`src/rtl/sync_hunt_pkg.sv`:
```
package sync_hunt_pkg;

  typedef enum logic {
    MODE_HUNT  = 1'b0,
    MODE_FRAME = 1'b1
  } hunt_mode_e;

  // Word length in bits from the length code.
  function automatic int unsigned len_from_code(input int unsigned code,
                                                input int unsigned min_len);
    return min_len + code;
  endfunction

endpackage

```
`src/rtl/sync_hunt_shift.sv`:
```
module sync_hunt_shift #(
  parameter int unsigned DW   = 8,
  parameter int unsigned LENW = 4
) (
  input  logic            clk,
  input  logic            rst,
  input  logic            shift_en,
  input  logic            din,
  input  logic [LENW-1:0] len,
  output logic [DW-1:0]   win_nxt
);
  logic [DW-1:0] sr_q;
  logic [DW-1:0] sr_nxt;
  logic [LENW-1:0] drop;

  // New bits enter at the top, so the oldest bit of the last L sits at DW-L.
  assign sr_nxt  = {din, sr_q[DW-1:1]};
  assign drop    = LENW'(DW) - len;
  assign win_nxt = sr_nxt >> drop;

  always_ff @(posedge clk) begin
    if (rst) begin
      sr_q <= '0;
    end else if (shift_en) begin
      sr_q <= sr_nxt;
    end
  end
endmodule

```
`src/rtl/sync_hunt_cmp.sv`:
```
module sync_hunt_cmp #(
  parameter int unsigned DW   = 8,
  parameter int unsigned LENW = 4
) (
  input  logic [DW-1:0]   win,
  input  logic [DW-1:0]   pattern,
  input  logic [LENW-1:0] len,
  output logic            eq
);
  logic [DW-1:0] mask;

  always_comb begin
    mask = '0;
    for (int i = 0; i < DW; i++) begin
      mask[i] = (LENW'(i) < len);
    end
    eq = (((win ^ pattern) & mask) == '0);
  end
endmodule

```
`src/rtl/sync_hunt_ctl.sv`:
```
module sync_hunt_ctl
  import sync_hunt_pkg::*;
#(
  parameter int unsigned DW   = 8,
  parameter int unsigned LENW = 4,
  parameter int unsigned CNTW = 3
) (
  input  logic            clk,
  input  logic            rst,
  input  logic            rx_en,
  input  logic            bit_stb,
  input  logic            strip_en,
  input  logic            fs_wr,
  input  logic            fs_wdata,
  input  logic            eq,
  input  logic [DW-1:0]   win,
  input  logic [LENW-1:0] len,
  output logic            found,
  output logic            match_flag,
  output logic            word_ld,
  output logic [DW-1:0]   word_out,
  output logic            sync_irq
);
  hunt_mode_e     mode_q;
  logic [CNTW-1:0] cnt_q;
  logic            at_limit;

  // In the hunt the counter saturates at L-1 (window full);
  // while framing it marks the last bit of a word.
  assign at_limit = ({{(LENW > CNTW ? LENW-CNTW : 1){1'b0}}, cnt_q} == (len - 1'b1));
  assign found    = (mode_q == MODE_FRAME);

  always_ff @(posedge clk) begin
    if (rst) begin
      mode_q     <= MODE_HUNT;
      cnt_q      <= '0;
      match_flag <= 1'b0;
      word_ld    <= 1'b0;
      word_out   <= '0;
      sync_irq   <= 1'b0;
    end else begin
      word_ld  <= 1'b0;
      sync_irq <= 1'b0;
      if (!rx_en) begin
        mode_q     <= MODE_HUNT;
        cnt_q      <= '0;
        match_flag <= 1'b0;
      end else if (fs_wr) begin
        mode_q <= fs_wdata ? MODE_FRAME : MODE_HUNT;
        cnt_q  <= '0;
      end else if (bit_stb) begin
        if (mode_q == MODE_HUNT) begin
          if (at_limit && eq) begin
            mode_q   <= MODE_FRAME;
            sync_irq <= 1'b1;
            cnt_q    <= '0;
          end else if (!at_limit) begin
            cnt_q <= cnt_q + 1'b1;
          end
        end else begin
          if (at_limit) begin
            cnt_q      <= '0;
            match_flag <= eq;
            if (!(strip_en && eq)) begin
              word_ld  <= 1'b1;
              word_out <= win;
            end
          end else begin
            cnt_q <= cnt_q + 1'b1;
          end
        end
      end
    end
  end
endmodule

```
`src/rtl/sync_hunt_rx.sv`:
```
module sync_hunt_rx
  import sync_hunt_pkg::*;
#(
  parameter int unsigned DW      = 8,
  parameter int unsigned MIN_LEN = 5,
  parameter int unsigned LCW     = 2
) (
  input  logic           clk,
  input  logic           rst,
  input  logic           rx_en,
  input  logic           rx_bit,
  input  logic           bit_stb,
  input  logic [DW-1:0]  sync_char,
  input  logic [LCW-1:0] word_len,
  input  logic           strip_en,
  input  logic           fs_wr,
  input  logic           fs_wdata,
  output logic [DW-1:0]  word_out,
  output logic           word_ld,
  output logic           found,
  output logic           match_flag,
  output logic           sync_irq
);
  localparam int unsigned LENW = $clog2(DW + 1);
  localparam int unsigned CNTW = (DW > 1) ? $clog2(DW) : 1;

  logic [LENW-1:0] len;
  logic [DW-1:0]   win;
  logic            eq;
  logic            shift_en;

  assign len      = LENW'(len_from_code(32'(word_len), MIN_LEN));
  assign shift_en = rx_en && bit_stb && !fs_wr;

  sync_hunt_shift #(.DW(DW), .LENW(LENW)) u_shift (
    .clk     (clk),
    .rst     (rst),
    .shift_en(shift_en),
    .din     (rx_bit),
    .len     (len),
    .win_nxt (win)
  );

  sync_hunt_cmp #(.DW(DW), .LENW(LENW)) u_cmp (
    .win    (win),
    .pattern(sync_char),
    .len    (len),
    .eq     (eq)
  );

  sync_hunt_ctl #(.DW(DW), .LENW(LENW), .CNTW(CNTW)) u_ctl (
    .clk       (clk),
    .rst       (rst),
    .rx_en     (rx_en),
    .bit_stb   (bit_stb),
    .strip_en  (strip_en),
    .fs_wr     (fs_wr),
    .fs_wdata  (fs_wdata),
    .eq        (eq),
    .win       (win),
    .len       (len),
    .found     (found),
    .match_flag(match_flag),
    .word_ld   (word_ld),
    .word_out  (word_out),
    .sync_irq  (sync_irq)
  );
endmodule

```
`config.mk`:
```
export PLATFORM = sky130hd
export DESIGN_NAME = sync_hunt_rx
export DESIGN_NICKNAME = d
export VERILOG_FILES = /design/src/rtl/sync_hunt_pkg.sv /design/src/rtl/sync_hunt_shift.sv /design/src/rtl/sync_hunt_cmp.sv /design/src/rtl/sync_hunt_ctl.sv /design/src/rtl/sync_hunt_rx.sv
export SDC_FILE = /design/constraint.sdc
export NUM_CORES = 1
export LEC_CHECK = 0
export BUFFER_PORTS_ARGS = -buffer_cell sky130_fd_sc_hd__buf_2
export CORE_ASPECT_RATIO = 1.5
export CORE_MARGIN = 2
export CORE_UTILIZATION = 55
export CTS_CLUSTER_DIAMETER = 80
export DETAILED_ROUTE_END_ITERATION = 6
export PLACE_DENSITY = 0.8
export SETUP_SLACK_MARGIN = 0.02
export SLEW_MARGIN = 10
export SYNTH_ARGS = -nofsm -noshare
export SYNTH_HDL_FRONTEND = slang
export SYNTH_HIERARCHICAL = 1
export SYNTH_SLANG_ARGS = --single-unit
```
`constraint.sdc`:
```
create_clock -name clk -period 5.3 [get_ports clk]
set_clock_uncertainty 0.1 [all_clocks]
set_input_delay 0 -clock clk [delete_from_list [all_inputs] [get_ports clk]]
set_output_delay 0 -clock clk [all_outputs]
set_load 0.01 [all_outputs]
```
Yosys cells after proc, flatten, opt, wreduce, memory -nomap -nowiden --
Index checks and enable logic that the tools add are counted.
Word-level totals: bits in registers 23, bits of input ports 18, output and inout bits 12, logic and storage cells 54
Operators by class: add/sub/neg operators 4, magnitude comparators 8, eq/ne operators 2, shifts and indexed selects 1, muxes and demuxes 10, bitwise gates (word level) 8, reduce and logical (&&, ||, !) cells 14
Operators with widths (count):
- < comparator 3 x 4 -> 1 bit, first input constant | 4
- 2-to-1 mux 3 bit | 4
- AND 8 bit | 1
- logical NOT 8 bit | 1
- < comparator 1 x 4 -> 1 bit, first input constant | 2
- < comparator 2 x 4 -> 1 bit, first input constant | 2
- >> shifter 8 x 4 -> 8 bit | 1
- bitwise XOR 8 bit | 1
- 2-to-1 mux 1 bit | 6
- inverter 1 bit | 6
- AND reduction 6 bit | 1
- OR reduction 6 bit | 1
- OR reduction 5 bit | 1
- adder 3 x 2 -> 4 bit, first input constant | 1
- equality test 3 x 4 -> 1 bit | 1
- logical AND 1 bit | 4
- AND reduction 4 bit | 1
- subtractor 4 x 1 -> 4 bit, second input constant | 1
- subtractor 4 bit, first input constant | 1
- adder 3 x 1 -> 3 bit, second input constant | 1
- != test 3 x 2 -> 1 bit, second input constant | 1
- OR reduction 3 bit | 1
- AND reduction 2 bit | 1
- nonzero test 2 bit | 1
- other kinds (2) | 2

Logic depth before layout (Yosys ltp) --
Gate-level depths: netlist of the first run.
depth after elaboration 11, depth in mapped cells 17, depth with buffers taken out 15

By module --
The synthesis of the first run kept the hierarchy.
By module, submodules not included:
- sync_hunt_ctl | instances 1, cells an instance 79, area an instance 726.9 µm², sequential area each 300.3 µm²
- sync_hunt_shift | instances 1, cells an instance 61, area an instance 580.6 µm², sequential area each 140.1 µm²
- sync_hunt_cmp | instances 1, cells an instance 24, area an instance 165.2 µm², sequential area each 0.0 µm²
- sync_hunt_rx | instances 1, cells an instance 5, area an instance 41.3 µm², sequential area each 0.0 µm²

Worst setup path before layout of the first run --
No wires, ideal clock.
kind input to register, start point input word_len[0], end point register u_ctl.word_out[0], setup time 125 ps, arrival 2843 ps, required time 5075 ps, path slack 2232 ps, stages 16, path buffers 1, path through ha_1 -> inv_1 -> ha_1 -> buf_2 -> nand2b_1 -> mux2i_1 -> o311a_1 -> xor2_1 -> a211oi_1 -> a31oi_1 -> a21oi_1 -> nand2_1 -> nand3_1 -> nor3_4 -> mux2i_1 -> nor2_1
Between the ends: cells in the longest elaborated chain, start to end 9, elaborated cells between the ends (all ways) 19, those cells by class add/sub (3); order compare (8); eq/ne (1); shift (1); bitwise (3); reduce/logical (3)
Ends and longest elaborated chain:
- start, declared | RTL line sync_hunt_rx.sv:14 | input logic [LCW-1:0] word_len,
- adder 3 x 2 -> 4 bit | RTL line sync_hunt_pkg.sv:11 | return min_len + code;
- subtractor 4 bit | RTL line sync_hunt_shift.sv:18 | assign drop = LENW'(DW) - len;
- >> shifter 8 x 4 -> 8 bit | RTL line sync_hunt_shift.sv:19 | assign win_nxt = sr_nxt >> drop;
- via win[3] | RTL line sync_hunt_rx.sv:28 | logic [DW-1:0] win;
- bitwise XOR 8 bit | RTL line sync_hunt_cmp.sv:17 | eq = (((win ^ pattern) & mask) == '0);
- AND 8 bit | RTL line sync_hunt_cmp.sv:17
- logical NOT 8 bit | RTL line sync_hunt_cmp.sv:17
- via eq | RTL line sync_hunt_rx.sv:29 | logic eq;
- logical AND 1 bit | RTL line sync_hunt_ctl.sv:64 | if (!(strip_en && eq)) begin
- inverter 1 bit (no line)
- AND reduction 6 bit (no line)
- end signal, assigned | RTL line sync_hunt_ctl.sv:66 | word_out <= win;
- end, declared | RTL line sync_hunt_ctl.sv:21 | output logic [DW-1:0] word_out,
The timed path passes the listed nets, and every way through them passes these cells. A chain may end at the register's enable or synchronous reset.

Final worst setup path of the first run --
start point input word_len[0], end point register u_ctl.word_ld
Between the ends: cells in the longest elaborated chain, start to end 8, elaborated cells between the ends (all ways) 20, those cells by class add/sub (3); order compare (8); eq/ne (1); shift (1); mux (1); bitwise (3); reduce/logical (3)
Ends and longest elaborated chain:
- adder 3 x 2 -> 4 bit | RTL line sync_hunt_pkg.sv:11
- via len[0] | RTL line sync_hunt_rx.sv:27 | logic [LENW-1:0] len;
- subtractor 4 bit | RTL line sync_hunt_shift.sv:18
- >> shifter 8 x 4 -> 8 bit | RTL line sync_hunt_shift.sv:19
- via win[2] | RTL line sync_hunt_rx.sv:28
- bitwise XOR 8 bit | RTL line sync_hunt_cmp.sv:17
- AND 8 bit | RTL line sync_hunt_cmp.sv:17
- logical NOT 8 bit | RTL line sync_hunt_cmp.sv:17
- via eq | RTL line sync_hunt_rx.sv:29
- logical AND 1 bit | RTL line sync_hunt_ctl.sv:64
- 2-to-1 mux 1 bit | RTL line sync_hunt_ctl.sv:64
- end signal, assigned | RTL line sync_hunt_ctl.sv:38 | word_ld <= 1'b0;
- end signal, assigned | RTL line sync_hunt_ctl.sv:42 | word_ld <= 1'b0;
- end signal, assigned | RTL line sync_hunt_ctl.sv:65 | word_ld <= 1'b1;
- end, declared | RTL line sync_hunt_ctl.sv:20 | output logic word_ld,
The timed path passes the listed nets, and every way through them passes these cells.

==> results of run 1 <==
-- final timing paths --
kind	end	from	cells past startpoint
max reg2reg	u_ctl/word_ld	u_shift/sr_q[4]	11
max	u_ctl/word_ld	word_len[0]	15
min	u_ctl/match_flag	rx_en	4
min reg2reg	u_ctl/match_flag	u_ctl/match_flag	2
-- cells in the mapped netlist (3+ instances only) --
cell     count
nor2_1      24
dfxtp_1     22
mux2i_1     20
inv_1       12
xor2_1      10
nand2_1      8
o21ai_0      6
ha_1         5
nand3_1      4
a21oi_1      3
a31oi_1      3
and3_1       3
mux4_2       3
o22ai_1      3
or4_1        3
-- through the flow --
| stage | hold WS, ns | utilization (%) |
|---|---|---|
| floorplan | -0.0276 | - |
| global placement | 0.173 | 63.5 |
| detailed placement | 0.197 | 63.5 |
| CTS | 0.115 | 69.2 |
| global route | 0.150 | 69.2 |
| finish | 0.121 | 69.2 |
-- what timing repair did --
item / CTS / global route
endpoints found under the setup margin: 0 / 0
resized for setup: 0 / 0
setup buffers: 0 / 0
endpoints found under the hold margin: 18 / 0
hold buffers: 8 / 0
-- state kept, by name, indices dropped and copies added, names as in the netlist --
name and cells:
u_ctl/word_out 8, u_shift/sr_q 7, u_ctl/sync_irq 1, u_ctl/cnt_q 3, u_ctl/word_ld 1, u_ctl/found 1
u_ctl/match_flag 1
-- worst max-delay path, stage by stage --
cell and delay, ns:
buf_2 0.12, inv_1 0.48, inv_1 0.16, ha_1 0.53, mux4_2 0.56, nor2_1 0.15, a211oi_1 0.11, xor2_1 0.17
o21ai_0 0.11, nand3_1 0.11, a21oi_1 0.37, nand2_1 0.13, nand4_1 0.12, dlygate4sd3_1 0.56, nor2_1 0.04
-- cells by family after synthesis --
kind of cell    share of synthesized area, %
flops                                   29.1
xor+xnor                                8.02
mux                                     19.2
fa+ha+maj                               4.13
compound gates                          12.7
simple gates                            22.3
buf+inv                                 4.55
-- where the power goes --
group	leakage, nW	total, W	switching (W)	internal, W
Clock	0.0357	0.000156	0.0000554	0.000101
Combinational	0.602	0.0000873	0.0000503	0.0000369
Sequential	0.177	0.000167	0.00000111	0.000166
-- layer usage --
metal	GRT usage [%]	wire length [um]
met1	24.1	1340
met2	44.9	1990
met3	3.43	128
met4	11.5	87
met5	0	0
-- final cells by class --
class	count	area, um^2	share of cell area, %
clock inverters	1	30.0	1.64
clock buffers	3	41.3	2.25
multi-input cells	131	1000	54.8
well taps	37	46.3	2.53
repair buffers	37	225	12.3
inverters	12	45.0	2.46
flip-flops and latches	22	440	24.0
==> out/qor.tcl, run 1 <==
set qor(status) {finished clean}
set qor(worstPathMaxFanout) 19
set qor(fmax_mhz) 273
set qor(clockRootBuffer) {clkbuf_8}
set qor(post_synthesis_cell_type_count) 45
set qor(place.gp.congestion) 0.896
set qor(dp_cells) 231
set qor(numPortBuffers) 29
set qor(antennaDiodeCount) 0
set qor(rows) 23
set qor(globalRouteOverflowTotal) 0
set qor(tritoncts.num_buffers) 3
set qor(mostFrequentLayoutCell) {buf_2}
set qor(cts.reportedPaths.clkPinSlew_ns) 0.08
set qor(post-synth-top-area-fraction_pct) 29.1
set qor(detail_route.drc_violations) 0
set qor(clk_latency_ns) 0.26
set qor(number_of_drc_violations_after_detailed_routing_iteration_0) 39
set qor(ios) 30
set qor(cts.sink_count) 22
set qor(detailedPlacementHpwl_um) 2740
set qor(die_h_um) 68.3
set qor(yosys_warnings) 6
set qor(hold_viol_final) 0
set qor(synthArstFlopShare_pct) 0
set qor(ant_nets) 0
set qor(wirelength_um) 3550
set qor(synthDominantAreaCellType) {dfxtp_1}
set qor(crit_arrival_ns) 3.73
set qor(timing_worst_setup_path_type) {in2reg}
set qor(timing_worst_slew_pin_value_ns) 0.658
set qor(antenna_violations_before_repair) 0
set qor(synth.yosys.seq_area_share_pct) 29.1
set qor(grt_pass1_wl_um) 5590
set qor(mean_area_per_synthesized_cell_um2) 8.96
set qor(layout.nets) 230
set qor(hold_path.class) {in2reg}
set qor(grt_setup_unrepaired) {no}
set qor(place_ws_ns) 1.52
set qor(most-common-layout-cells) {29 x buf_2, 24 x nor2_1, 22 x dfxtp_1}
set qor(via_count) 1390
set qor(area_growth_pct) 21.1
set qor(timing.max_cap.violations) 0
set qor(final_non_filler_cell_area_um2) 1830
set qor(worstSetupStartpointType) {primary input}
set qor(synth_edf_count) 0
set qor(standard_cell_core_area_um2) 2650
set qor(start_util_pct) 57.2
set qor(post_detailed_route_via_to_cell_ratio) 5.72
set qor(worstPathRequired_ns) 5.37
set qor(setup_violations) 0
set qor(final.period_utilization_pct) 69.1
set qor(dr.pass1.iters) 4
set qor(syn_inst) 169
set qor(power.density_cell_area_nw_per_um2) 224
set qor(layoutNonFillerInstCount) 243
set qor(max-slew-margin-rel_pct) 56.1
set qor(postLayoutSetupSlackWorst_ns) 1.64
set qor(placement.cell_area_um2) 1680
set qor(irDropWorstVdd_uv) 178
set qor(route.detailed.wl_per_inst_um) 14.6
set qor(totalNegativeSetupSlack_ns) 0
set qor(end_kind) {register}
set qor(htree_levels) 1
set qor(final-max-slew-violation-count) 0
set qor(ys_seq_elements) 22
set qor(final.min_clock_period_ns) 3.66
set qor(post-layout-total-power_w) 0.000411
set qor(ff2ff_setup_slack_ns) 2.32
set qor(grt_max_degree) 20
set qor(cts_buffer_depth) 2
set qor(postSynth.topFlopCell) {dfxtp_1}
set qor(leakagePower_nw) 0.815
set qor(fillers) 222
set qor(ys_top_cells_by_area) {dfxtp_1 29%, mux2i_1 13%, nor2_1 6.0%}
set qor(synth_nets) 192
set qor(vias_in_the_first_global_route) 1358
set qor(die_x_um) 46.8
set qor(grtUsageTotal_pct) 23.8
set qor(layout-drive-gt1-share_pct) 23.3
set qor(tritoncts) {done}
set qor(synth_cell_area_um2) 1510
set qor(die_area_um2) 3200
No activity file was read; power rests on OpenSTA's default activity.
==> inputs of run 2 (changes only) <==
Settings changed: ABC_AREA set to 1, PLACE_DENSITY 0.8 to 0.78.
Clock period 5.3 ns to 3.8 ns, I/O delays scaled along.
==> run 2 against run 1 <==
  * Final cell count up 48%
  * Sequential power up 44%
  * Sequential cell count unchanged
  * Largest cell class unchanged
  * Via count up 30%
  * Register-to-register slack worse by 1.2 ns
  * Total power up 53%
  * Synthesized area up 15%
  * Clock power up 41%
  * Critical endpoint unchanged
  * Die area up 14%
==> out/qor.tcl, run 2 <==
set qor(status) {finished clean}
set qor(r2r.worst_path.cells) 17 ;# +6
set qor(grtUsageTotal_pct) 23.3 ;# -0.51 points
set qor(tritoncts) {done}
set qor(cp_slowest_stage_delay_ns) 0.54 ;# -0.02 ns
set qor(timing_worst_slew_pin_value_ns) 0.565 ;# -0.0931 ns
set qor(met2_track_demand_over_resource_in_global_routing_pct) 45.9 ;# +1.0 points
set qor(synth.cells.most_frequent) {88 x nand2_1, 48 x inv_1, 45 x nor2_1}
set qor(numPortBuffers) 29 ;# unchanged
set qor(hold_path.class) {in2reg}
set qor(synth.yosys.seq_area_share_pct) 25.3 ;# -3.8 points
set qor(dr.pass1.iters) 4 ;# unchanged
set qor(detail_route.drc_violations) 0 ;# unchanged
set qor(most-common-layout-cells) {88 x nand2_1, 48 x inv_1, 45 x nor2_1}
set qor(post-layout-total-power_w) 0.000630 ;# +53%
set qor(groute.layer.met1.usage_pct) 23.6 ;# -0.55 points
set qor(synth_edf_count) 0 ;# unchanged
set qor(min_path_cells) 2 ;# -2
set qor(mostFrequentLayoutCell) {nand2_1}
set qor(tritoncts.num_buffers) 3 ;# unchanged
set qor(route.detailed.wl_per_inst_um) 11.1 ;# -24%
set qor(worst_r2r_startpoint) {u_shift/sr_q[7]}
set qor(timing.max_cap.violations) 0 ;# unchanged
set qor(vias_in_the_first_global_route) 1658 ;# +22%
set qor(worstPathCellList) {buf_2 > ha_1 > inv_1 > ha_1 > inv_1 > nand3_1 > and2_1 > nor2_1 > inv_1 > nand2_1 > nand2_1 > nand2_1 > nand2_1 > nand2_1 > nand2_1 > nor2_1 > nand2_1 > nand3_1 > nor2_1 > dlygate4sd3_1}
set qor(synthMostInstantiatedCell) {nand2_1}
set qor(antenna_violations_before_repair) 0 ;# unchanged
set qor(postSynth.topFlopCell) {dfxtp_1}
set qor(ios) 30 ;# unchanged
set qor(die_h_um) 73.0 ;# +6.9%
set qor(grt_pass1_wl_um) 6680 ;# +20%
set qor(post_synthesis_cell_type_count) 28 ;# -38%
set qor(standard_cell_core_area_um2) 3100 ;# +17%
set qor(final.min_clock_period_ns) 3.11
set qor(synth_cell_area_um2) 1740 ;# +15%
set qor(setup_violations) 0 ;# unchanged
set qor(final_non_filler_cell_area_um2) 1990 ;# +8.7%
set qor(die_x_um) 50.0 ;# +6.7%
set qor(detailedPlacementHpwl_um) 3090 ;# +13%
set qor(post_cts_buffers) 0 ;# unchanged
set qor(timing_worst_setup_path_type) {in2reg}
set qor(place_ws_ns) 0.528 ;# -0.992 ns
set qor(cts.sink_count) 22 ;# unchanged
set qor(totalNegativeSetupSlack_ns) 0 ;# unchanged
set qor(number_of_drc_violations_after_detailed_routing_iteration_0) 56 ;# +44%
set qor(ant_nets) 0 ;# unchanged
set qor(rows) 25 ;# +8.7%
set qor(layout.nets) 344 ;# +50%
set qor(grt_setup_unrepaired) {no}
set qor(max-slew-margin-rel_pct) 62.3 ;# +6.2 points
set qor(syn_inst) 289 ;# +71%
set qor(leakagePower_nw) 1.07 ;# +31%
set qor(ff2ff_setup_slack_ns) 1.12 ;# -1.20 ns
set qor(mean_area_per_synthesized_cell_um2) 6.04 ;# -33%
set qor(synthDominantAreaCellType) {dfxtp_1}
set qor(place.gp.congestion) 0.956 ;# +6.7%
set qor(worstReg2RegEnd) {u_ctl/word_ld}
set qor(busiest_layer) {met2}
set qor(ys_seq_elements) 22 ;# unchanged
set qor(hold_viol_final) 0 ;# unchanged
set qor(worstPathRequired_ns) 3.85 ;# -1.52 ns
set qor(met3_usage_pct) 3.07 ;# -0.36 points
set qor(largestRegisters) {u_ctl/word_out (8), u_shift/sr_q (7), u_ctl/cnt_q (3)}
set qor(synthArstFlopShare_pct) 0 ;# unchanged
set qor(worstPathMaxFanout) 8 ;# -11
set qor(fmax_mhz) 321
set qor(start_util_pct) 56.3 ;# -0.86 points
set qor(post_detailed_route_via_to_cell_ratio) 5.03 ;# -12%
set qor(wirelength_um) 3990 ;# +12%
set qor(timing.critical_path.max_delay_family) {simple AND/OR/NAND/NOR gates}
set qor(clockRootBuffer) {clkbuf_8}
set qor(stages_on_the_worst_setup_path) 20 ;# +5
set qor(total_buffers_and_inverters_traversed_by_the_critical_path) 5 ;# +1
set qor(crit_arrival_ns) 3.17 ;# -0.56 ns
set qor(htree_levels) 1 ;# unchanged
set qor(irDropWorstVdd_uv) 207 ;# +16%
set qor(postLayoutSetupSlackWorst_ns) 0.687 ;# -0.951 ns
set qor(area_growth_pct) 14.2
set qor(timing.critical_path.slowest_stage_cell) {dlygate4sd3_1}
set qor(yosys_warnings) 6 ;# unchanged
set qor(placement.cell_area_um2) 1880 ;# +12%
set qor(cts.reportedPaths.clkPinSlew_ns) 0.08 ;# about the same
set qor(end_kind) {register}
set qor(final.period_utilization_pct) 81.9
set qor(final_core_utilization_pct) 64.3 ;# -4.9 points
set qor(via_count) 1811 ;# +30%
set qor(endpoint) {u_ctl/word_ld}
set qor(globalRouteOverflowTotal) 0 ;# unchanged
set qor(synth_nets) 312 ;# +63%
set qor(cts_buffer_depth) 2 ;# unchanged
set qor(worstSetupStartpointType) {primary input}
set qor(regMostFlops) {u_ctl/word_out}
set qor(final-max-slew-violation-count) 0 ;# unchanged
set qor(layout-drive-gt1-share_pct) 16.3 ;# -7.1 points
set qor(clk_latency_ns) 0.26 ;# about the same
set qor(largest_register_ff_count) 8 ;# unchanged
set qor(post-synth-top-area-fraction_pct) 25.3 ;# -3.8 points
set qor(die_area_um2) 3650 ;# +14%
set qor(fillers) 302 ;# +36%
set qor(crit_path_frequent_cell) {nand2_1}
set qor(ys_top_cells_by_area) {dfxtp_1 25%, nand2_1 19%, inv_1 10%}
set qor(power.density_cell_area_nw_per_um2) 316 ;# +41%
set qor(critPathLaunch) {word_len[0]}
set qor(antennaDiodeCount) 0 ;# unchanged
set qor(grt_max_degree) 17 ;# -15%
run 2: cell count changes in the layout (fill, tap and decap cells not counted), sizes merged, moves of 4 or more:
| cell | delta |
|---|---|
| nand2 | +86 |
| inv | +38 |
| nor2 | +24 |
| mux2i | -20 |
| nand3 | +20 |
| a21oi | +10 |
| xor2 | -9 |
| nand4 | +8 |
| a211oi | +5 |
| a31oi | -4 |
| dlygate4sd3 | -4 |
| o21ai | -4 |
| or4 | -4 |
run 2: layout make-up:
cell class | count | area (um^2) | area share [%]
multi-input combinational | 210 | 1040 | 52.4
inverter | 50 | 193 | 9.67
tap | 40 | 50.0 | 2.51
timing repair buffer | 34 | 193 | 9.67
sequential | 22 | 440 | 22.1
clock buffer | 3 | 41.3 | 2.07
clock inverter | 1 | 30.0 | 1.51
run 2: where the power goes:
group / total, W / internal, W / leakage [nW] / switching, W
clock: 0.000220 / 0.000141 / 0.0357 / 0.0000790
sequential: 0.000240 / 0.000235 / 0.178 / 0.00000458
combinational: 0.000170 / 0.0000598 / 0.853 / 0.000111
run 2: per-layer routing:
layer  wire length [um]  vias to the layer above
li1                   -                      961
met3                178                       10
met1               1570                      787
met4                 87                        0
met2               2150                       53
met5                  0                        -
run 2: metrics by stage:
step | hold WS, ns | std cells
floorplan | -0.0215 | 289
global placement | 0.209 | 352
detailed placement | 0.212 | 352
CTS | 0.000487 | 360
global route | 0.0241 | 360
finish | 0.000247 | 360
run 2: kinds of logic (layout without fill, tap and decap cells):
| logic type | after synthesis | in the layout | share of synthesized area [%] |
|---|---|---|---|
| simple gates | 181 | 181 | 47.6 |
| buf+inv | 57 | 88 | 14.8 |
| xor+xnor | 2 | 2 | 1.44 |
| flops | 22 | 22 | 25.3 |
| compound gates | 22 | 22 | 7.32 |
| fa+ha+maj | 5 | 5 | 3.59 |
run 2: worst min path at each step:
stage                             end  slack [ns]     start
CTS                 u_ctl/word_out[4]      0.0005       rst
global route        u_ctl/word_out[5]        0.02       rst
global placement          u_ctl/found        0.21  fs_wdata
detailed placement        u_ctl/found        0.21  fs_wdata
finish              u_ctl/word_out[4]      0.0002       rst
floorplan             u_shift/sr_q[1]       -0.02       rst
run 2: worst reg2reg max path, cell delays in order, from the launching register on:
cell           delay, ns
dfxtp_1             0.34
inv_1               0.10
nand2_1             0.12
nand3_1             0.09
and2_1              0.15
nor2_1              0.23
inv_1               0.07
nand2_1             0.06
nand2_1             0.04
nand2_1             0.05
nand2_1             0.05
nand2_1             0.05
nand2_1             0.06
nor2_1              0.25
nand2_1             0.12
nand3_1             0.11
nor2_1              0.05
dlygate4sd3_1       0.54
run 2: repair_timing:
action / CTS / global route
hold endpoints to repair: 4 / 0
gates resized for setup: 0 / 0
hold buffers: 4 / 0
